--- config.mk ---
export PLATFORM = sky130hd
export DESIGN_NAME = vid_test_pattern
export DESIGN_NICKNAME = d
export VERILOG_FILES = /design/src/rtl/vtp_pkg.sv /design/src/rtl/vtp_coord_track.sv /design/src/rtl/vtp_pixel_gen.sv /design/src/rtl/vtp_sync_delay.sv /design/src/rtl/vid_test_pattern.sv
export SDC_FILE = /design/constraint.sdc
export NUM_CORES = 1
export LEC_CHECK = 0
export BUFFER_PORTS_ARGS = -buffer_cell sky130_fd_sc_hd__buf_4
export CORE_MARGIN = 2
export CORE_UTILIZATION = 60
export CTS_BUF_LIST = sky130_fd_sc_hd__clkbuf_8 sky130_fd_sc_hd__clkbuf_16
export CTS_CLUSTER_DIAMETER = 120
export DETAILED_ROUTE_END_ITERATION = 16
export GPL_TIMING_DRIVEN = 0
export PLACE_DENSITY = 0.79
export SLEW_MARGIN = 20
export SYNTH_ARGS = -nofsm -noshare
export SYNTH_HDL_FRONTEND = slang
export SYNTH_SLANG_ARGS = --single-unit
--- constraint.sdc ---
create_clock -name clk -period 2.3 [get_ports clk]
set_input_delay 0 -clock clk [delete_from_list [all_inputs] [get_ports clk]]
set_output_delay 0 -clock clk [all_outputs]
set_load 0.05 [all_outputs]
--- src/rtl/vtp_pkg.sv ---
package vtp_pkg;

    // Image select codes; values not listed here paint black.
    typedef enum logic [2:0] {
        PAT_BLACK   = 3'd0,
        PAT_RED     = 3'd1,
        PAT_GREEN   = 3'd2,
        PAT_BLUE    = 3'd3,
        PAT_CHECKER = 3'd4,
        PAT_BARS    = 3'd5
    } pat_e;

endpackage

--- src/rtl/vtp_coord_track.sv ---
// Rebuilds column and line position from the edges of the sync inputs.
module vtp_coord_track #(
    parameter int H_TOTAL = 800,
    parameter int V_TOTAL = 525,
    parameter int CW      = $clog2(H_TOTAL),
    parameter int RW      = $clog2(V_TOTAL)
) (
    input  logic          clk,
    input  logic          rst_n,
    input  logic          hsync_in,
    input  logic          vsync_in,
    output logic [CW-1:0] col,
    output logic [RW-1:0] row
);
    localparam logic [CW-1:0] COL_LAST = CW'(H_TOTAL - 1);
    localparam logic [RW-1:0] ROW_LAST = RW'(V_TOTAL - 1);

    logic hs_q, vs_q;
    logic h_rise, v_rise;

    assign h_rise = hsync_in & ~hs_q;
    assign v_rise = vsync_in & ~vs_q;

    always_ff @(posedge clk or negedge rst_n) begin
        if (!rst_n) begin
            hs_q <= 1'b0;
            vs_q <= 1'b0;
        end else begin
            hs_q <= hsync_in;
            vs_q <= vsync_in;
        end
    end

    always_ff @(posedge clk or negedge rst_n) begin
        if (!rst_n) begin
            col <= '0;
        end else if (h_rise || col == COL_LAST) begin
            col <= '0;
        end else begin
            col <= col + 1'b1;
        end
    end

    always_ff @(posedge clk or negedge rst_n) begin
        if (!rst_n) begin
            row <= '0;
        end else if (v_rise) begin
            row <= '0;
        end else if (h_rise) begin
            row <= (row == ROW_LAST) ? '0 : row + 1'b1;
        end
    end

endmodule

--- src/rtl/vtp_pixel_gen.sv ---
// Chooses the colour for one coordinate and registers it.
module vtp_pixel_gen
    import vtp_pkg::*;
#(
    parameter int H_VIS   = 640,
    parameter int V_VIS   = 480,
    parameter int CH_W    = 3,
    parameter int CHK_BIT = 5,
    parameter int CW      = 10,
    parameter int RW      = 10
) (
    input  logic            clk,
    input  logic            rst_n,
    input  logic [2:0]      pat_sel,
    input  logic [CW-1:0]   col,
    input  logic [RW-1:0]   row,
    output logic [CH_W-1:0] red,
    output logic [CH_W-1:0] green,
    output logic [CH_W-1:0] blue
);
    localparam int              NUM_BARS = 8;
    localparam int              BIW      = $clog2(NUM_BARS);
    localparam int              BAR_W    = H_VIS / NUM_BARS;
    localparam logic [CH_W-1:0] FULL     = {CH_W{1'b1}};

    logic [BIW-1:0]  bar_idx;
    logic            check_on;
    logic            visible;
    logic [CH_W-1:0] r_n, g_n, b_n;

    always_comb begin
        bar_idx = '0;
        for (int k = 1; k < NUM_BARS; k++) begin
            if (col >= CW'(k * BAR_W)) bar_idx = BIW'(k);
        end
        check_on = col[CHK_BIT] ^ row[CHK_BIT];
        visible  = (col < CW'(H_VIS)) && (row < RW'(V_VIS));
        r_n = '0;
        g_n = '0;
        b_n = '0;
        if (visible) begin
            unique case (pat_e'(pat_sel))
                PAT_RED:   r_n = FULL;
                PAT_GREEN: g_n = FULL;
                PAT_BLUE:  b_n = FULL;
                PAT_CHECKER: begin
                    if (check_on) begin
                        r_n = FULL;
                        g_n = FULL;
                        b_n = FULL;
                    end
                end
                PAT_BARS: begin
                    r_n = {CH_W{bar_idx[2]}};
                    g_n = {CH_W{bar_idx[1]}};
                    b_n = {CH_W{bar_idx[0]}};
                end
                default: begin
                end
            endcase
        end
    end

    always_ff @(posedge clk or negedge rst_n) begin
        if (!rst_n) begin
            red   <= '0;
            green <= '0;
            blue  <= '0;
        end else begin
            red   <= r_n;
            green <= g_n;
            blue  <= b_n;
        end
    end

endmodule

--- src/rtl/vtp_sync_delay.sv ---
// Register chain that keeps the sync pulses in step with the colour path.
module vtp_sync_delay #(
    parameter int WIDTH = 2,
    parameter int DEPTH = 2
) (
    input  logic             clk,
    input  logic             rst_n,
    input  logic [WIDTH-1:0] d,
    output logic [WIDTH-1:0] q
);
    logic [WIDTH-1:0] stage [DEPTH];

    for (genvar g = 0; g < DEPTH; g++) begin : g_stage
        always_ff @(posedge clk or negedge rst_n) begin
            if (!rst_n) begin
                stage[g] <= '0;
            end else if (g == 0) begin
                stage[g] <= d;
            end else begin
                stage[g] <= stage[(g == 0) ? 0 : g - 1];
            end
        end
    end

    assign q = stage[DEPTH-1];

endmodule

--- src/rtl/vid_test_pattern.sv ---
module vid_test_pattern #(
    parameter int H_TOTAL = 800,
    parameter int V_TOTAL = 525,
    parameter int H_VIS   = 640,
    parameter int V_VIS   = 480,
    parameter int CH_W    = 3,
    parameter int CHK_BIT = 5
) (
    input  logic            clk,
    input  logic            rst_n,
    input  logic            hsync_in,
    input  logic            vsync_in,
    input  logic [2:0]      pat_sel,
    output logic            hsync_out,
    output logic            vsync_out,
    output logic [CH_W-1:0] red,
    output logic [CH_W-1:0] green,
    output logic [CH_W-1:0] blue
);
    localparam int CW   = $clog2(H_TOTAL);
    localparam int RW   = $clog2(V_TOTAL);
    localparam int PIPE = 2;   // coordinate register + colour register

    logic [CW-1:0] pix_col;
    logic [RW-1:0] pix_row;
    logic [1:0]    sync_q;

    vtp_coord_track #(
        .H_TOTAL(H_TOTAL), .V_TOTAL(V_TOTAL), .CW(CW), .RW(RW)
    ) u_track (
        .clk(clk), .rst_n(rst_n),
        .hsync_in(hsync_in), .vsync_in(vsync_in),
        .col(pix_col), .row(pix_row)
    );

    vtp_pixel_gen #(
        .H_VIS(H_VIS), .V_VIS(V_VIS), .CH_W(CH_W),
        .CHK_BIT(CHK_BIT), .CW(CW), .RW(RW)
    ) u_pix (
        .clk(clk), .rst_n(rst_n), .pat_sel(pat_sel),
        .col(pix_col), .row(pix_row),
        .red(red), .green(green), .blue(blue)
    );

    vtp_sync_delay #(.WIDTH(2), .DEPTH(PIPE)) u_sdly (
        .clk(clk), .rst_n(rst_n),
        .d({vsync_in, hsync_in}), .q(sync_q)
    );

    assign hsync_out = sync_q[0];
    assign vsync_out = sync_q[1];

endmodule

==> results of run 1 <==
==> layer usage <==
layer / up-vias / routed length (µm)
met5: - / 0
met4: 0 / 38
met3: 5 / 144
met2: 35 / 1500
met1: 571 / 1230
li1: 590 / -
==> cells in the mapped netlist <==
cell type,count,area share
nor2_1,28,0.071
dfrtp_1,27,0.45
nand2_1,14,0.035
xor2_1,10,0.059
a21oi_1,9,0.030
buf_4,9,0.045
nand3_1,7,0.024
nand3b_1,6,0.030
inv_1,5,0.013
nand4_1,5,0.021
nor2b_1,5,0.021
xnor2_1,5,0.029
ha_1,4,0.034
nand2b_1,4,0.017
nor3_1,4,0.013
o21ai_0,4,0.013
a31oi_1,3,0.013
o21ai_1,3,0.010
a211oi_2,1,0.0084
a221oi_1,1,0.0059
and3_1,1,0.0042
buf_2,1,0.0034
buf_6,1,0.0076
nor4_4,1,0.014
o221a_1,1,0.0076
o311ai_1,1,0.0059
or3_1,1,0.0042
or4b_1,1,0.0067
==> worst max-delay path by stage <==
stage | start | end | slack, ps
2_1_floorplan | u_track.col[4] | u_pix.blue[1] | 810
4_1_cts | u_track.row[0] | u_track.row[4] | 650
5_1_grt | u_track.row[0] | u_track.row[0] | 480
6_report | u_track.row[0] | u_track.row[2] | 630
3_3_place_gp | u_track.row[0] | u_track.row[0] | 670
3_5_place_dp | u_track.row[0] | u_track.row[4] | 670
==> power groups by stage <==
stage                     combinational [W]  sequential [W]  clock, W
after floorplan                    0.000103        0.000562         0
after global placement             0.000161        0.000552         0
after detailed placement           0.000169        0.000556         0
after CTS                          0.000173        0.000547  0.000268
after global routing               0.000193        0.000554  0.000283
final                              0.000171        0.000547  0.000265
==> state kept, by name (all words and copies together), names as in the netlist <==
name          flops
u_track.col      10
u_track.row      10
u_sdly.q          2
u_sdly.stage      2
u_pix.blue        1
u_pix.green       1
u_pix.red         1
==> per-stage QoR <==
stage / cells / setup slack (ps) / hold slack [ps] / cell area, µm²
4_1_cts: 216 / 652 / 36.3 / 1730
3_5_place_dp: 209 / 673 / -66.6 / 1650
6_report: 216 / 627 / 38.7 / 1730
3_3_place_gp: 209 / 672 / -74.0 / 1650
5_1_grt: 216 / 478 / 50.9 / 1730
2_1_floorplan: 162 / 810 / -296 / 1490
==> repair_timing <==
item / in CTS / in global routing
hold buffers: 3 / 0
buffers inserted: 0 / 0
gates resized for setup: 0 / 0
endpoints found under the hold margin: 29 / 0
==> critical path, stage by stage, from the launching register on <==
cell and delay (ps):
dfrtp_1 420, inv_1 110, ha_1 160, nand4_1 160, nor4_4 360, nor2_1 130
nand3b_1 130, a21oi_1 90
==> layout make-up <==
cell class | count | area share
buffer | 11 | 0.0485
clock buffer | 3 | 0.0239
clock inverter | 1 | 0.00217
inverter | 5 | 0.0109
multi-input combinational | 119 | 0.411
sequential | 27 | 0.391
tap | 30 | 0.0217
timing repair buffer | 20 | 0.0912
==> cells by family (layout without fill, tap and decap cells) <==
group,after synthesis,in the layout,synth area share
adder cells (fa/ha/maj),4,4,0.0336
buffers and inverters,16,40,0.0689
AO/OA/AOI/OAI,23,23,0.0941
XOR/XNOR,15,15,0.0882
AND/OR/NAND/NOR,77,77,0.261
flip-flops,27,27,0.454
==> summary.txt, run 1 <==
Layout
  • Area Overhead vs Synth: 16.1%
  • Final core occ: 0.718
  • Filler cells: 184
  • Most frequent cells in the layout: 28 x nor2_1, 27 x dfrtp_1, 26 x buf_4
  • Multi-input logic area: 711 µm²
  • Share of layout cells above drive strength 1: 0.177
  • Reg area: 676 µm²
  • Number of nets in the layout: 198
  • Most common cell after layout, fill and taps aside: nor2_1
  • # diodes: 0

Setup path
  • Crit path required time: 2440 ps
  • Reg-to-reg endpoint: u_track.row[2]
  • Crit end category: flip-flop
  • Type of the worst setup path: reg2reg
  • R2R Setup Slk: 630 ps
  • Startpoint class of the critical path: flip-flop
  • R2R Path Start: u_track.row[0]
  • Worst reg2reg path depth: 7
  • Worst path arrival time: 1820 ps
  • Worst-path fanout max: 5

Hold path
  • Hold endpoint: u_pix.blue[1]
  • Start point of the worst hold path: pat_sel[0]
  • Hold path cells: 3
  • Worst min path class: in2reg

Global route
  • Largest net degree at the start of global routing: 28
  • Vias in the first global route: 1149
  • Total GRT Usage: 0.238
  • Routing usage on met2: 0.413
  • Met3 Use GR: 0.0389
  • First-pass GRT wire length: 4940 µm
  • GR peak layer: met2
  • Met1 Use GR: 0.295
  • Initial antenna violation count: 0
  • Congestion Overflow GR: 0

Detailed routing
  • Via/cell ratio: 5.56
  • Routed WL per cell: 13.5 µm
  • DR iter-0 viols: 23
  • Routed Antenna Nets: 0
  • Total Wirelength: 2910 µm
  • TritonRoute pass-1 iters: 4
  • Remaining DRCs: 0
  • Total via count in the routed design: 1201

Logic synthesis
  • Mapped cell area: 1490 µm²
  • Syn_nets: 173
  • Syn_area_per_cell: 9.19 µm²
  • Number of distinct library cells after synthesis: 28
  • Seq cells post-synth: 27
  • Gate Count Post-Synth: 162
  • Register area share after synthesis: 0.454
  • Yosys synthesis warning count: 0

Floorplanning
  • Initial Util: 0.618
  • Die area: 2900 µm²
  • Die Ht: 53.8 µm
  • Core area: 2410 µm²
  • I/O Pins: 18
  • Die width: 53.8 µm
  • Site Rows: 18

Clock network
  • CTS Sinks: 27
  • Num CTS Buffers: 3
  • Clock buffer depth: 2
  • H-Tree Depth: 1
  • Root Driver: clkbuf_8
  • CTS clk-pin slew, worst paths: 90 ps
  • TritonCTS clock tree: done
  • Clock latency on the worst-skew pair: 270 ps

Placement
  • Gpl congestion: 0.865
  • IO Port Bufs: 17
  • HPWL after DPL: 2180 µm

Outcome
  • Status: completed

Power and ir drop
  • Sw frac: 0.288
  • Psw: 0.000283 W
  • Comb power frac: 0.174
  • Leakage power: 0.799 nW
  • Peak supply drop: 0.000517 V
  • Internal: 0.000700 W
  • Part of the power in registers: 0.556
  • Clock power frac: 0.269
  • Tot Pwr: 0.000983 W
  • PwrDens: 568 nW/µm²

Job
  • Reported max-cap violation count: 0

Timing
  • Max frequency: 0.598 GHz
  • Minimum clock period: 1670 ps
  • Setup TNS: 0 ps
  • Max-slew headroom: 0.635
  • Fin Clk Skew: 2.89 ps
  • Final Max Tran Viols: 0
  • Worst Tran Pin Value: 543 ps
  • Setup Viol. Count Final: 0
  • Fin crit share: 0.727
  • Fin. Hold Viols: 0
  • RSZ-0062 raised after global routing: false
Power figures use the tool's default switching activity.
==> inputs of run 2 (changes only) <==
CORE_UTILIZATION = 51   (was 60)
PLACE_DENSITY = 0.71   (was 0.79)
clock period = 1.4 ns   (was 2.3 ns; I/O delays follow)
==> run 2 against run 1 <==
Non-clock buffer count rose by 13. The run now ends with setup timing left. Clock skew is 1.2 ps higher. Sequential share of layout area decreased by 4.4 points. Critical path type unchanged. Critical endpoint is now u_track.row[3]. Setup slack worse by 810 ps. Critical path depth increased by 1.
==> summary.txt, run 2 (same netlist as run 1, synthesis figures left out) <==
Placement
  • Setup slack at placement: -248 ps
  • Gpl congestion: 0.778
  • HPWL after DPL: 2070 µm
  • Post-Place Cells: 210
  • IO Port Bufs: 17

Detailed routing
  • Remaining DRCs: 0
  • Routed Antenna Nets: 0
  • Total Wirelength: 3160 µm
  • Via/cell ratio: 5.45
  • DR iter-0 viols: 41
  • Total via count in the routed design: 1253
  • Routed WL per cell: 13.7 µm
  • TritonRoute pass-1 iters: 4

Layout
  • Area Overhead vs Synth: 31.3%
  • Most common cell after layout, fill and taps aside: buf_4
  • # diodes: 0
  • Most frequent cells in the layout: 38 x buf_4, 26 x dfrtp_1, 23 x nor2_1
  • Share of layout cells above drive strength 1: 0.352
  • Finished Layout Cells: 230
  • Largest regs: u_track.col x10, u_track.row x10
  • Final core occ: 0.709
  • Number of nets in the layout: 211

Power and ir drop
  • Part of the power in registers: 0.533
  • Internal: 0.00118 W
  • Peak supply drop: 0.000802 V
  • Leakage power: 0.868 nW
  • Comb power frac: 0.202
  • Clock power frac: 0.265
  • PwrDens: 862 nW/µm²
  • Sw frac: 0.296
  • Psw: 0.000499 W

Timing
  • Minimum clock period: 1580 ps
  • Fin crit share: 1.13
  • Worst Tran Pin Value: 412 ps
  • Max frequency: 0.632 GHz
  • Fin Clk Skew: 4.06 ps
  • RSZ-0062 raised after global routing: true
  • Fin. Hold Viols: 0
  • Final WS setup: -181 ps
  • Max-slew headroom: 0.725
  • Setup TNS: -1340 ps
  • Setup Viol. Count Final: 10
  • Final Max Tran Viols: 0
  • WHS: 37.8 ps

Setup path
  • CP Cell Sequence: inv_2 > ha_4 > nand4_1 > nor4_4 > buf_4 > nor2b_1 > o21ai_1 > a21oi_1
  • CP peak stage delay: 410 ps
  • Worst-path fanout max: 5
  • Worst path arrival time: 1730 ps
  • Type of the worst setup path: reg2reg
  • Crit end category: flip-flop
  • Crit path required time: 1550 ps
  • CP max-delay cell: dfrtp_1
  • Startpoint class of the critical path: flip-flop

Clock network
  • Root Driver: clkbuf_8
  • TritonCTS clock tree: done
  • Clock buffer depth: 2
  • Num CTS Buffers: 3
  • H-Tree Depth: 1
  • Clock latency on the worst-skew pair: 270 ps
  • CTS clk-pin slew, worst paths: 90 ps
  • CTS Sinks: 27

Floorplanning
  • I/O Pins: 18
  • Site Rows: 19
  • Die Ht: 58.0 µm
  • Die area: 3370 µm²
  • Core area: 2760 µm²
  • Die width: 58.0 µm
  • Initial Util: 0.540

Global route
  • Initial antenna violation count: 0
  • Total GRT Usage: 0.198
  • Vias in the first global route: 1241
  • Congestion Overflow GR: 0
  • First-pass GRT wire length: 5180 µm
  • Largest net degree at the start of global routing: 28

Outcome
  • Status: complete, but fails checks
  • Violated checks: setup timing

Job
  • Reported max-cap violation count: 0

Hold path
  • Worst min path class: in2reg
-- run 2: changes by cell type in the layout (fill, tap and decap cells not counted), sizes merged --
cell | before | now
buf | 28 | 41
clkinvlp | 0 | 1
inv | 6 | 5
-- run 2: critical path, delay by kind of cell, from the launching register on --
family,cells,cell delay [ps]
simple gates,3,430
flops,1,410
buf+inv,2,270
compound gates,2,230
fa+ha+maj,1,120
-- run 2: path summary, 6_finish.rpt --
| path | end | depth (start not counted) | from | slack, ps |
|---|---|---|---|---|
| worst max-delay path | u_track.row[3] | 8 | u_track.row[0] | -180 |
| worst min register to register | u_sdly.q[1] | 0 | u_sdly.stage[3] | 400 |
| worst max register to register | u_track.row[3] | 8 | u_track.row[0] | -180 |
| max in group asynchronous | u_track.row[5] | 2 | rst_n | 950 |
| worst min-delay path | u_pix.blue[1] | 3 | pat_sel[2] | 40 |
| min in group asynchronous | u_pix.blue[1] | 2 | rst_n | 170 |
-- run 2: area by class of cell --
type / instances / area (µm²)
inverter: 5 / 18.8
buffer: 10 / 86.3
timing repair buffer: 34 / 263
clock inverter: 1 / 7.51
clock buffer: 3 / 41.3
tap: 31 / 38.8
multi-input combinational: 119 / 822
fill: 208 / 803
sequential: 27 / 677
-- run 2: power groups by stage --
stage,combinational (W),sequential [W],clock (W)
after floorplan,0.000170,0.000923,0
after global placement,0.000267,0.000907,0
after detailed placement,0.000274,0.000911,0
after CTS,0.000295,0.000894,0.000464
after global routing,0.000379,0.000909,0.000495
final,0.000339,0.000898,0.000447
-- run 2: metal layers --
layer | up-vias | global-route usage | part of all wire
met5 | - | 0 | 0
met4 | 0 | 0.0731 | 0.013
met3 | 6 | 0.0290 | 0.042
met2 | 30 | 0.330 | 0.51
met1 | 602 | 0.263 | 0.43
li1 | 615 | - | -
-- run 2: timing repair --
item                                    CTS  global route
endpoints found under the setup margin   19            20
hold endpoints to repair                 29             0
hold buffers                              3             0
resized for setup                         5            29
pin swaps                                 6            18
buffers inserted                          7             7
-- run 2: stage by stage --
| stage | power [W] | cell area, µm² |
|---|---|---|
| after floorplan | 0.00109 | 1490 |
| after global placement | 0.00117 | 1660 |
| after detailed placement | 0.00119 | 1660 |
| after CTS | 0.00165 | 1800 |
| after global routing | 0.00178 | 1950 |
| final | 0.00168 | 1950 |
